[src/rtl/pwac_pkg.sv]
package pwac_pkg;
  typedef enum logic [1:0] {
    ST_IDLE = 2'd0,
    ST_XFER = 2'd1,
    ST_DROP = 2'd2
  } pwac_state_e;
endpackage

[src/rtl/pwac_space_cnt.sv]
module pwac_space_cnt #(
  parameter int DEPTH = 4,
  localparam int CW = $clog2(DEPTH + 1)
) (
  input  logic          clk_i,
  input  logic          rst_ni,
  input  logic          push_i,
  input  logic          pop_i,
  output logic [CW-1:0] free_o
);
  localparam logic [CW-1:0] FULL = CW'(DEPTH);

  logic [CW-1:0] free_q, free_d;

  always_comb begin
    free_d = free_q;
    if (push_i && !pop_i) begin
      if (free_q != '0) free_d = free_q - 1'b1;
    end else if (pop_i && !push_i) begin
      if (free_q != FULL) free_d = free_q + 1'b1;
    end
  end

  always_ff @(posedge clk_i or negedge rst_ni) begin
    if (!rst_ni) free_q <= FULL;
    else         free_q <= free_d;
  end

  assign free_o = free_q;


  cnt_in_range_chk: assert property (@(posedge clk_i) disable iff (!rst_ni)
    free_q <= FULL);


  cnt_push_dec_chk: assert property (@(posedge clk_i) disable iff (!rst_ni)
    (push_i && !pop_i && free_q != '0) |=> (free_q == $past(free_q) - 1'b1));


  cnt_pair_hold_chk: assert property (@(posedge clk_i) disable iff (!rst_ni)
    (push_i && pop_i) |=> $stable(free_q));
endmodule

[src/rtl/pwac_b2b_detect.sv]
module pwac_b2b_detect (
  input  logic clk_i,
  input  logic rst_ni,
  input  logic data_valid_i,
  input  logic last_i,
  input  logic dir_up_i,
  input  logic cmd_b2b_en_i,
  input  logic bctl_b2b_en_i,
  output logic b2b_o,
  output logic b2b_en_o
);
  logic end_q;

  always_ff @(posedge clk_i or negedge rst_ni) begin
    if (!rst_ni) end_q <= 1'b0;
    else         end_q <= data_valid_i && last_i;
  end

  assign b2b_o    = end_q;
  // each direction takes its enable from a different register
  assign b2b_en_o = dir_up_i ? cmd_b2b_en_i : bctl_b2b_en_i;


  b2b_follows_end_chk: assert property (@(posedge clk_i) disable iff (!rst_ni)
    (data_valid_i && last_i) |=> b2b_o);
endmodule

[src/rtl/pwac_fsm.sv]
module pwac_fsm #(
  parameter int ADDR_DEPTH = 2,
  parameter int DATA_DEPTH = 4,
  localparam int ACW = $clog2(ADDR_DEPTH + 1),
  localparam int DCW = $clog2(DATA_DEPTH + 1)
) (
  input  logic           clk_i,
  input  logic           rst_ni,
  input  logic           start_i,
  input  logic           data_valid_i,
  input  logic           last_i,
  input  logic           pop_data_i,
  input  logic           b2b_i,
  input  logic           b2b_en_i,
  input  logic [ACW-1:0] addr_free_i,
  input  logic [DCW-1:0] data_free_i,
  output logic           accept_o,
  output logic           retry_o,
  output logic           disconnect_o,
  output logic           push_addr_o,
  output logic           push_data_o,
  output logic           idle_o
);
  import pwac_pkg::*;

  pwac_state_e state_q, state_d;
  logic space_ok, gate_ok, last_slot;

  assign space_ok  = (addr_free_i != '0) && (data_free_i != '0);
  assign gate_ok   = !b2b_i || b2b_en_i;
  assign last_slot = (data_free_i == DCW'(1)) && !pop_data_i;

  always_comb begin
    state_d      = state_q;
    accept_o     = 1'b0;
    retry_o      = 1'b0;
    disconnect_o = 1'b0;
    push_addr_o  = 1'b0;
    push_data_o  = 1'b0;
    unique case (state_q)
      ST_IDLE: if (start_i) begin
        if (space_ok && gate_ok) begin
          accept_o    = 1'b1;
          push_addr_o = 1'b1;
          state_d     = ST_XFER;
        end else begin
          retry_o = 1'b1;
          state_d = ST_DROP;
        end
      end
      ST_XFER: if (data_valid_i) begin
        if (data_free_i != '0) begin
          push_data_o = 1'b1;
          if (last_i) state_d = ST_IDLE;
          else if (last_slot) begin
            disconnect_o = 1'b1;
            state_d      = ST_DROP;
          end
        end else begin
          state_d = last_i ? ST_IDLE : ST_DROP;
        end
      end
      ST_DROP: if (data_valid_i && last_i) state_d = ST_IDLE;
      default: state_d = ST_IDLE;
    endcase
  end

  always_ff @(posedge clk_i or negedge rst_ni) begin
    if (!rst_ni) state_q <= ST_IDLE;
    else         state_q <= state_d;
  end

  assign idle_o = (state_q == ST_IDLE);


  accept_retry_excl_chk: assert property (@(posedge clk_i) disable iff (!rst_ni)
    $onehot0({accept_o, retry_o}));


  no_push_on_retry_chk: assert property (@(posedge clk_i) disable iff (!rst_ni)
    retry_o |=> !push_data_o);


  disc_with_push_chk: assert property (@(posedge clk_i) disable iff (!rst_ni)
    disconnect_o |-> (push_data_o && !last_i));


  no_push_after_disc_chk: assert property (@(posedge clk_i) disable iff (!rst_ni)
    disconnect_o |=> !push_data_o);
endmodule

[src/rtl/posted_wr_accept.sv]
module posted_wr_accept #(
  parameter int ADDR_W     = 32,
  parameter int DATA_W     = 32,
  parameter int ADDR_DEPTH = 2,
  parameter int DATA_DEPTH = 4,
  localparam int ACW = $clog2(ADDR_DEPTH + 1),
  localparam int DCW = $clog2(DATA_DEPTH + 1)
) (
  input  logic              clk_i,
  input  logic              rst_ni,
  input  logic              start_i,
  input  logic [ADDR_W-1:0] addr_i,
  input  logic              dir_up_i,
  input  logic              cmd_b2b_en_i,
  input  logic              bctl_b2b_en_i,
  input  logic              data_valid_i,
  input  logic              last_i,
  input  logic [DATA_W-1:0] data_i,
  input  logic              pop_addr_i,
  input  logic              pop_data_i,
  output logic              accept_o,
  output logic              retry_o,
  output logic              disconnect_o,
  output logic              push_addr_o,
  output logic [ADDR_W-1:0] push_addr_val_o,
  output logic              push_data_o,
  output logic [DATA_W-1:0] push_data_val_o,
  output logic [ACW-1:0]    addr_free_o,
  output logic [DCW-1:0]    data_free_o
);
  logic b2b, b2b_en, idle;

  pwac_b2b_detect u_b2b (
    .clk_i         (clk_i),
    .rst_ni        (rst_ni),
    .data_valid_i  (data_valid_i),
    .last_i        (last_i),
    .dir_up_i      (dir_up_i),
    .cmd_b2b_en_i  (cmd_b2b_en_i),
    .bctl_b2b_en_i (bctl_b2b_en_i),
    .b2b_o         (b2b),
    .b2b_en_o      (b2b_en)
  );

  pwac_fsm #(
    .ADDR_DEPTH (ADDR_DEPTH),
    .DATA_DEPTH (DATA_DEPTH)
  ) u_fsm (
    .clk_i        (clk_i),
    .rst_ni       (rst_ni),
    .start_i      (start_i),
    .data_valid_i (data_valid_i),
    .last_i       (last_i),
    .pop_data_i   (pop_data_i),
    .b2b_i        (b2b),
    .b2b_en_i     (b2b_en),
    .addr_free_i  (addr_free_o),
    .data_free_i  (data_free_o),
    .accept_o     (accept_o),
    .retry_o      (retry_o),
    .disconnect_o (disconnect_o),
    .push_addr_o  (push_addr_o),
    .push_data_o  (push_data_o),
    .idle_o       (idle)
  );

  pwac_space_cnt #(.DEPTH(ADDR_DEPTH)) u_addr_cnt (
    .clk_i  (clk_i),
    .rst_ni (rst_ni),
    .push_i (push_addr_o),
    .pop_i  (pop_addr_i),
    .free_o (addr_free_o)
  );

  pwac_space_cnt #(.DEPTH(DATA_DEPTH)) u_data_cnt (
    .clk_i  (clk_i),
    .rst_ni (rst_ni),
    .push_i (push_data_o),
    .pop_i  (pop_data_i),
    .free_o (data_free_o)
  );

  assign push_addr_val_o = addr_i;
  assign push_data_val_o = data_i;


  b2b_disabled_retry_chk: assert property (@(posedge clk_i) disable iff (!rst_ni)
    (idle && start_i && b2b && !(dir_up_i ? cmd_b2b_en_i : bctl_b2b_en_i)) |-> retry_o);


  full_retry_chk: assert property (@(posedge clk_i) disable iff (!rst_ni)
    (idle && start_i && (addr_free_o == '0 || data_free_o == '0)) |-> (retry_o && !push_addr_o));


  accept_push_chk: assert property (@(posedge clk_i) disable iff (!rst_ni)
    accept_o |-> push_addr_o);
endmodule

[config.mk]
export PLATFORM = sky130hd
export DESIGN_NAME = posted_wr_accept
export DESIGN_NICKNAME = d
export VERILOG_FILES = /design/src/rtl/pwac_pkg.sv /design/src/rtl/pwac_space_cnt.sv /design/src/rtl/pwac_b2b_detect.sv /design/src/rtl/pwac_fsm.sv /design/src/rtl/posted_wr_accept.sv
export SDC_FILE = /design/constraint.sdc
export NUM_CORES = 1
export LEC_CHECK = 0
export ABC_AREA = 1
export BUFFER_PORTS_ARGS = -buffer_cell sky130_fd_sc_hd__buf_2
export CORE_UTILIZATION = 34
export DETAILED_ROUTE_END_ITERATION = 7
export GPL_TIMING_DRIVEN = 0
export PLACE_DENSITY_LB_ADDON = 0.08
export SYNTH_ARGS = -nofsm -noshare
export SYNTH_HDL_FRONTEND = slang
export SYNTH_HIERARCHICAL = 1
export SYNTH_SLANG_ARGS = --single-unit
export TNS_END_PERCENT = 100
[constraint.sdc]
create_clock -name clk_i -period 2.5 [get_ports clk_i]
set_clock_uncertainty 0.05 [all_clocks]
set_input_delay 0.25 -clock clk_i [delete_from_list [all_inputs] [get_ports clk_i]]
set_output_delay 0.25 -clock clk_i [all_outputs]
set_load 0.02 [all_outputs]
==> impl_metrics.ini, run 1 <==
[die]
start_util = 0.361
rows = 20
fp.dieH_um = 59.2
io_pins = 148
dieArea_mm2 = 0.00350
die_w_um = 59.2
coreArea_mm2 = 0.00308

[placement]
gp_congestion = 0.702
post-dp-hpwl_um = 2160
port_buffers = 83

[hold_path]
hold_class = input port to flop
min_from = last_i

[critical_path]
crit_chain = nor2_1 > nand2_1 > nand2_1 > nor2_1 > ha_1 > inv_2 > fa_1 > nand3_1 > nand2_1 > nand2_1 > nand2_1
crit_start = u_data_cnt/free_o[2]
critPathMaxFanout = 5
cp_common_cell = nand2_1
r2r-start = u_data_cnt/free_o[2]
startpoint_type = flop
path_class = flop to flop
cpMaxStageDelayCell = dfstp_2
critPathCaptureType = flop
crit_arrival_ps = 2090
cpPeakStageDelay_ps = 560
worstPathRequired_ps = 2630

[clock_network]
clk_latency_ps = 260
tritoncts = built
numCtsBuffers = 3
cts_buffer_depth = 2
root_buffer = clkbuf_4
clock-sinks = 8
path_clk_slew_ps = 60
postCtsSetupRepairBufs = 0
htree_levels = 1

[route]
drt_iter0_drc = 13
wl_per_cell_um = 8.23
drt-pass1-iter-count = 4
num_vias = 1112
drt-vias-per-instance = 3.81
ant_nets = 0
wl_um = 2400
drcViolationCount = 0

[layout]
final_cell_mix = buf_2, buf_4, nand2_1, inv_1, nor2_1
drive_above_1_share = 0.681
synthToLayoutAreaGrowth_pct = 45.6
multi_input_area_um2 = 328
final_common_cell = buf_2
n_fill_cell = 334
regArea_um2 = 203
nets = 326
diodes = 0

[timing]
min_period_over_period = 0.783
final_max_slew_viol_count = 0
hold_viol_final = 0
fmax_mhz = 511
worstMarginPinSlew_ps = 190
tns_ps = 0
finalCriticalPeriod_ps = 1960
relSlewSlack = 0.872
rsz0062_at_grt = no
setup_viol = 0

[synth]
syn_nets = 237
syn-cell-area_mm2 = 0.00111
synth-seq-cells = 8
yosysSeqAreaShare = 0.182
avgSynthCellArea_um2 = 6.95
yosys_warnings = 6
synth.distinct_cells = 18
synthCells = 160

[global_route]
antenna_found_initial = 0
overflow = 0
grt.busiest_layer = met2
grt_pass1_vias = 902
use_met1 = 0.135
use_met3 = 0.0371
grtUsageTotal = 0.129
met2_usage = 0.250
grt_pass1_wl_um = 3490
grt_max_degree = 9

[power]
vdd_drop_max_uv = 611
leakagePower_nw = 1.05
power.total_mw = 1.08
p_per_area_mw_per_mm2 = 668

[outcome]
status = finished clean

[run]
drv_cap = 0
-- area by class of cell --
cell class | instances | share of cell area
repair buffers | 84 | 0.263
clock buffers | 4 | 0.0162
well taps | 44 | 0.0340
multi-input cells | 62 | 0.202
inverters | 25 | 0.0580
flip-flops and latches | 8 | 0.125
plain buffers | 65 | 0.301
-- sequential cells by signal, summed over array words and instances, names as in the netlist --
name,count
u_addr_cnt/free_o,2
u_b2b/b2b_o,1
u_data_cnt/free_o,3
u_fsm/state_q,2
-- report_power, final --
group | internal (mW) | switching (mW) | total (mW)
sequential | 0.195 | 0.0611 | 0.256
clock | 0.0612 | 0.0467 | 0.108
combinational | 0.289 | 0.429 | 0.718
total | 0.545 | 0.537 | 1.08
-- through the flow --
stage	cells	setup slack [ps]	instance area, µm²	utilization	hold WS [ps]
after floorplan	160	367	1110	-	-95.6
after global placement	287	562	1580	0.514	47.5
after detailed placement	287	542	1580	0.514	48.8
after CTS	292	531	1620	0.526	197
after global routing	292	370	1620	0.526	205
final	292	542	1620	0.526	200
-- what timing repair did --
action,CTS,global route
hold buffers,1,0
hold endpoints to repair,8,0
endpoints found under the setup margin,0,0
resized for setup,0,0
-- cells in the mapped netlist --
cell | n | area share
nand4_1 | 1 | 0.0056
nand3_1 | 4 | 0.018
o21ai_0 | 2 | 0.0090
nand3_2 | 3 | 0.027
nor2_2 | 3 | 0.017
dfstp_2 | 2 | 0.047
fa_1 | 1 | 0.018
o21ai_1 | 1 | 0.0045
nor2_1 | 7 | 0.024
buf_4 | 65 | 0.44
a21oi_2 | 1 | 0.0079
nand2_2 | 5 | 0.028
dfrtp_1 | 6 | 0.13
ha_1 | 2 | 0.022
inv_2 | 3 | 0.010
inv_1 | 22 | 0.074
a211o_2 | 1 | 0.0090
nand2_1 | 31 | 0.10
-- cells by family after synthesis --
logic type | share of synthesized area
AOI/OAI and AO/OA | 0.0304
and+or+nand+nor | 0.224
adders and majority gates | 0.0405
DFF | 0.182
buffers and inverters | 0.523
-- per-layer routing --
metal | up-vias | part of all wire
met3 | 2 | 0.14
met1 | 444 | 0.34
li1 | 585 | -
met5 | - | 0
met4 | 0 | 0.0058
met2 | 81 | 0.51
-- path summary, 6_finish.rpt --
path | end | slack, ps | cells past startpoint
hold reg to reg | u_data_cnt/free_o[2] | 460 | 2
hold / removal | u_b2b/b2b_o | 200 | 3
setup reg to reg | u_data_cnt/free_o[2] | 540 | 11
setup / recovery | u_data_cnt/free_o[2] | 540 | 11
max in group asynchronous | u_addr_cnt/free_o[1] | 1840 | 2
min in group asynchronous | u_b2b/b2b_o | 310 | 2
-- critical path: cells and delay by family (launching register included) --
kind	cells	cell delay, ps
AND/OR/NAND/NOR	8	620
flip-flops	1	560
adder cells (fa/ha/maj)	2	600
buffers and inverters	1	60
(Power assumes the default switching activity.)
==> run 2, diff against run 1 <==
- CORE_UTILIZATION: 34 -> 29
- clock period: 2.5 -> 1.6 ns (I/O delays scaled with it)
==> run 2 against run 1 <==
  * The flow now finishes with violations (setup timing)
  * Wire length increased by 4.3%
  * Largest cell class unchanged
  * Critical path type unchanged
  * Via count grew 5.6%
  * Design area increased by 11%
==> impl_metrics.ini, run 2 (synthesis gave the netlist of run 1 again) <==
[placement]
dp_worst_setup_slack_ps = -307
numPlacedInstances = 291
port_buffers = 83
dpl-instance-area_mm2 = 0.00163
post-dp-hpwl_um = 2080
gp_congestion = 0.721

[global_route]
grt_max_degree = 9
overflow = 0
grtUsageTotal = 0.113
grt_pass1_vias = 970
antenna_found_initial = 0
grt_pass1_wl_um = 3740

[layout]
instances_no_fill = 305
n_fill_cell = 371
final_cell_mix = buf_2, buf_4, nand2_1, inv_1, nand2_2
drive_above_1_share = 0.747
nets = 336
post-route-util = 0.492
synthToLayoutAreaGrowth_pct = 62.0
final_common_cell = buf_2
diodes = 0
stdcell_area_mm2 = 0.00180
largest_reg_flops = 3

[critical_path]
crit_arrival_ps = 1850
rrSetupSlack_ps = -150
startpoint_type = flop
worstPathRequired_ps = 1700
critPathCaptureType = flop
critPathMaxFanout = 2
path_class = flop to flop
r2r-start = u_data_cnt/free_o[2]
r2r-end = u_addr_cnt/free_o[0]
r2r_cells = 12

[hold_path]
hold_class = input port to flop
min_from = last_i
hold_end = u_b2b/b2b_o
holdPathStages = 3

[clock_network]
numCtsBuffers = 3
clock-sinks = 8
cts_buffer_depth = 2
path_clk_slew_ps = 40
htree_levels = 1
tritoncts = built
root_buffer = clkbuf_8
clk_latency_ps = 220

[die]
rows = 22
die_w_um = 63.9
io_pins = 148
dieArea_mm2 = 0.00409
start_util = 0.304
fp.dieH_um = 63.9
coreArea_mm2 = 0.00366

[outcome]
status = finished, violations left
failed_checks = setup timing

[timing]
final_max_slew_viol_count = 0
relSlewSlack = 0.878
setup_viol = 7
finalCriticalPeriod_ps = 1750
min_period_over_period = 1.09
hold_viol_final = 0
tns_ps = -698
worstMarginPinSlew_ps = 181
hold_slack_ps = 148
fmax_mhz = 573
worst_slack_ps = -146
rsz0062_at_grt = yes

[route]
num_vias = 1174
drt-vias-per-instance = 3.85
drt-pass1-iter-count = 4
drt_iter0_drc = 12
ant_nets = 0
wl_um = 2510
drcViolationCount = 0
wl_per_cell_um = 8.22

[power]
leakagePower_nw = 1.11
power.total_mw = 2.08
p_per_area_mw_per_mm2 = 1150
vdd_drop_max_uv = 677

[run]
drv_cap = 0
run 2: changes by cell type in the layout (fill, tap and decap cells not counted), sizes merged:
cell	before	now
buf	148	158
clkbuf	4	3
run 2: cell type report:
class,instances,area (µm²),share of cell area
timing repair buffer,94,518,0.287
buffer,65,492,0.273
multi-input combinational,62,390,0.217
sequential,8,204,0.113
inverter,25,96.3,0.0535
tap,48,60.1,0.0333
clock buffer,3,41.3,0.0229
run 2: repair_timing:
item                                    4_1_cts  5_1_grt
endpoints found under the setup margin        8       10
hold buffers                                  1        0
buffers inserted                              8        2
pin swaps                                     1        5
endpoints found under the hold margin         8        0
gates resized for setup                       7        8
run 2: how the worst max path moves through the flow:
stage                    startpoint                    to  slack, ps  cells after the start
6_report       u_data_cnt/free_o[2]  u_addr_cnt/free_o[0]       -150                     12
5_1_grt        u_data_cnt/free_o[2]  u_addr_cnt/free_o[0]       -250                     12
3_3_place_gp   u_data_cnt/free_o[2]  u_data_cnt/free_o[2]       -300                     11
3_5_place_dp   u_data_cnt/free_o[2]  u_data_cnt/free_o[2]       -310                     11
4_1_cts        u_data_cnt/free_o[2]  u_data_cnt/free_o[1]       -130                      8
2_1_floorplan  u_data_cnt/free_o[2]  u_data_cnt/free_o[2]       -320                     11
run 2: metal layers:
layer | wire length (µm) | global-route usage | up-vias
met3 | 355 | 0.0268 | 0
met2 | 1300 | 0.223 | 87
li1 | - | - | 601
met1 | 851 | 0.111 | 486
met5 | 0 | 0 | -
met4 | 0 | 0.0426 | 0
run 2: report_power, final:
| part | total (mW) | leakage, nW | internal, mW | switching, mW |
|---|---|---|---|---|
| registers | 0.387 | 0.0943 | 0.308 | 0.0788 |
| clock network | 0.237 | 0.0216 | 0.163 | 0.0741 |
| logic | 1.46 | 0.992 | 0.665 | 0.791 |
run 2: worst max-delay path, stage by stage (launching register included):
cell and delay, ps:
dfstp_2 540, nor2_2 50, nand2_2 70, buf_6 100, nand3_2 60, nor2_1 80, nand2_1 80, inv_2 70
buf_6 100, ha_4 210, inv_2 50, nand3_2 80, a21oi_2 130
==> run 3, diff against run 2 <==
- RECOVER_POWER: default -> 50
==> run 3 against run 2 <==
  * The run still ends with setup timing left
  * Clock-buffer cell count unchanged
  * Global-route usage stayed put
  * Register-to-register slack is essentially flat
  * Sequential share of layout area is 0.28 points higher
  * Worst hold slack gained 2.7 ps
  * Non-clock buffer count did not move
  * Sequential power is essentially flat
  * Largest cell class unchanged
==> impl_metrics.ini, run 3 (synthesis gave the netlist of run 1 again) <==
[timing]
fmax_mhz = 572
final_max_slew_viol_count = 0
worst_slack_ps = -149
finalCriticalPeriod_ps = 1750
hold_viol_final = 0
worstMarginPinSlew_ps = 420
rsz0062_at_grt = yes
tns_ps = -678
setup_viol = 7
min_period_over_period = 1.09
hold_slack_ps = 151
relSlewSlack = 0.720

[die]
die_w_um = 63.9
dieArea_mm2 = 0.00409
fp.dieH_um = 63.9
rows = 22
start_util = 0.304
coreArea_mm2 = 0.00366
io_pins = 148

[power]
power.total_mw = 2.06
swShare = 0.456
vdd_drop_max_uv = 675
p_per_area_mw_per_mm2 = 1170
clockPowerShare = 0.114
leakagePower_nw = 1.01
p_sw_mw = 0.941
power_frac_seq = 0.187
internal-power_mw = 1.12
pwr-share-comb = 0.699

[critical_path]
cp_common_cell = nand2_2
path_class = flop to flop
startpoint_type = flop
rrSetupSlack_ps = -150
cpPeakStageDelay_ps = 530
crit_arrival_ps = 1810
worstPathRequired_ps = 1660
cpMaxStageDelayCell = dfstp_2
r2r-end = u_data_cnt/free_o[1]
r2r-start = u_data_cnt/free_o[2]
crit_chain = nor2_2 > nand2_2 > nand2_2 > nor2_4 > ha_4 > inv_4 > fa_2 > o21ai_1
r2r_cells = 8
critPathMaxFanout = 2
critPathCaptureType = flop

[route]
ant_nets = 0
wl_per_cell_um = 8.27
num_vias = 1171
wl_um = 2520
drt_iter0_drc = 16
drt-vias-per-instance = 3.84
drcViolationCount = 0
drt-pass1-iter-count = 4

[layout]
synthToLayoutAreaGrowth_pct = 58.0
drive_above_1_share = 0.611
nets = 336
final_cell_mix = buf_4, buf_2, clkbuf_1, nand2_1, inv_1
diodes = 0
stdcell_area_mm2 = 0.00176
largest_reg_flops = 3
final_common_cell = buf_4

[clock_network]
clk_latency_ps = 220
cts_buffer_depth = 2
root_buffer = clkbuf_8
numCtsBuffers = 3
clock-sinks = 8
path_clk_slew_ps = 40
tritoncts = built
htree_levels = 1

[hold_path]
hold_class = input port to flop
min_from = last_i
holdPathStages = 3
hold_end = u_b2b/b2b_o

[global_route]
antenna_found_initial = 0
overflow = 0
grt_pass1_vias = 970
grtUsageTotal = 0.113
grt_pass1_wl_um = 3740
grt_max_degree = 9

[placement]
gp_congestion = 0.721
post-dp-hpwl_um = 2080
dp_worst_setup_slack_ps = -307
port_buffers = 83
dpl-instance-area_mm2 = 0.00163

[run]
drv_cap = 0

[outcome]
status = finished, violations left
failed_checks = setup timing
[run 3: cell types whose count changed in the layout (fill, tap and decap cells not counted)]
cell	previous run	this run
clkbuf_1	0	35
buf_2	79	44
[run 3: what timing repair did]
action,4_1_cts,5_1_grt
endpoints found under the setup margin,8,10
hold endpoints to repair,8,0
hold buffers,1,0
gates resized for setup,7,8
setup buffers,8,2
pin swaps,1,5
[run 3: cell type report]
class	instances	area, µm²
buffer	65	492
inverter	25	96.3
sequential	8	204
clock buffer	3	41.3
fill	390	1900
tap	48	60.1
timing repair buffer	94	474
multi-input combinational	62	390
[run 3: critical path, delay by kind of cell, from the launching register on]
family                   cells  cell delay, ps
buffers and inverters        1              40
flip-flops                   1             530
adder cells (fa/ha/maj)      2             660
AND/OR/NAND/NOR              4             290
AO/OA/AOI/OAI                1              50
[run 3: power by group through the flow]
stage,combinational [mW],sequential (mW),clock [mW]
2_1_floorplan,0.834,0.465,0
3_3_place_gp,1.17,0.418,0
3_5_place_dp,1.17,0.416,0
4_1_cts,1.37,0.392,0.241
5_1_grt,1.59,0.399,0.254
6_report,1.44,0.386,0.235
[run 3: layer usage]
metal | vias up | GRT usage | part of all wire
li1 | 602 | - | -
met1 | 481 | 0.111 | 0.34
met2 | 88 | 0.223 | 0.52
met3 | 0 | 0.0268 | 0.14
met4 | 0 | 0.0426 | 0
met5 | - | 0 | 0
[run 3: metrics by stage]
step / utilization / cells
3_3_place_gp: 0.445 / 291
5_1_grt: 0.480 / 305
2_1_floorplan: - / 160
6_report: 0.480 / 305
4_1_cts: 0.482 / 303
3_5_place_dp: 0.445 / 291
[run 3: worst max-delay path by stage]
stage	depth (start not counted)	endpoint	slack, ps	start
final	8	u_data_cnt/free_o[1]	-150	u_data_cnt/free_o[2]
after detailed placement	11	u_data_cnt/free_o[2]	-310	u_data_cnt/free_o[2]
after global placement	11	u_data_cnt/free_o[2]	-300	u_data_cnt/free_o[2]
after CTS	8	u_data_cnt/free_o[1]	-130	u_data_cnt/free_o[2]
after global routing	12	u_addr_cnt/free_o[0]	-250	u_data_cnt/free_o[2]
after floorplan	11	u_data_cnt/free_o[2]	-320	u_data_cnt/free_o[2]
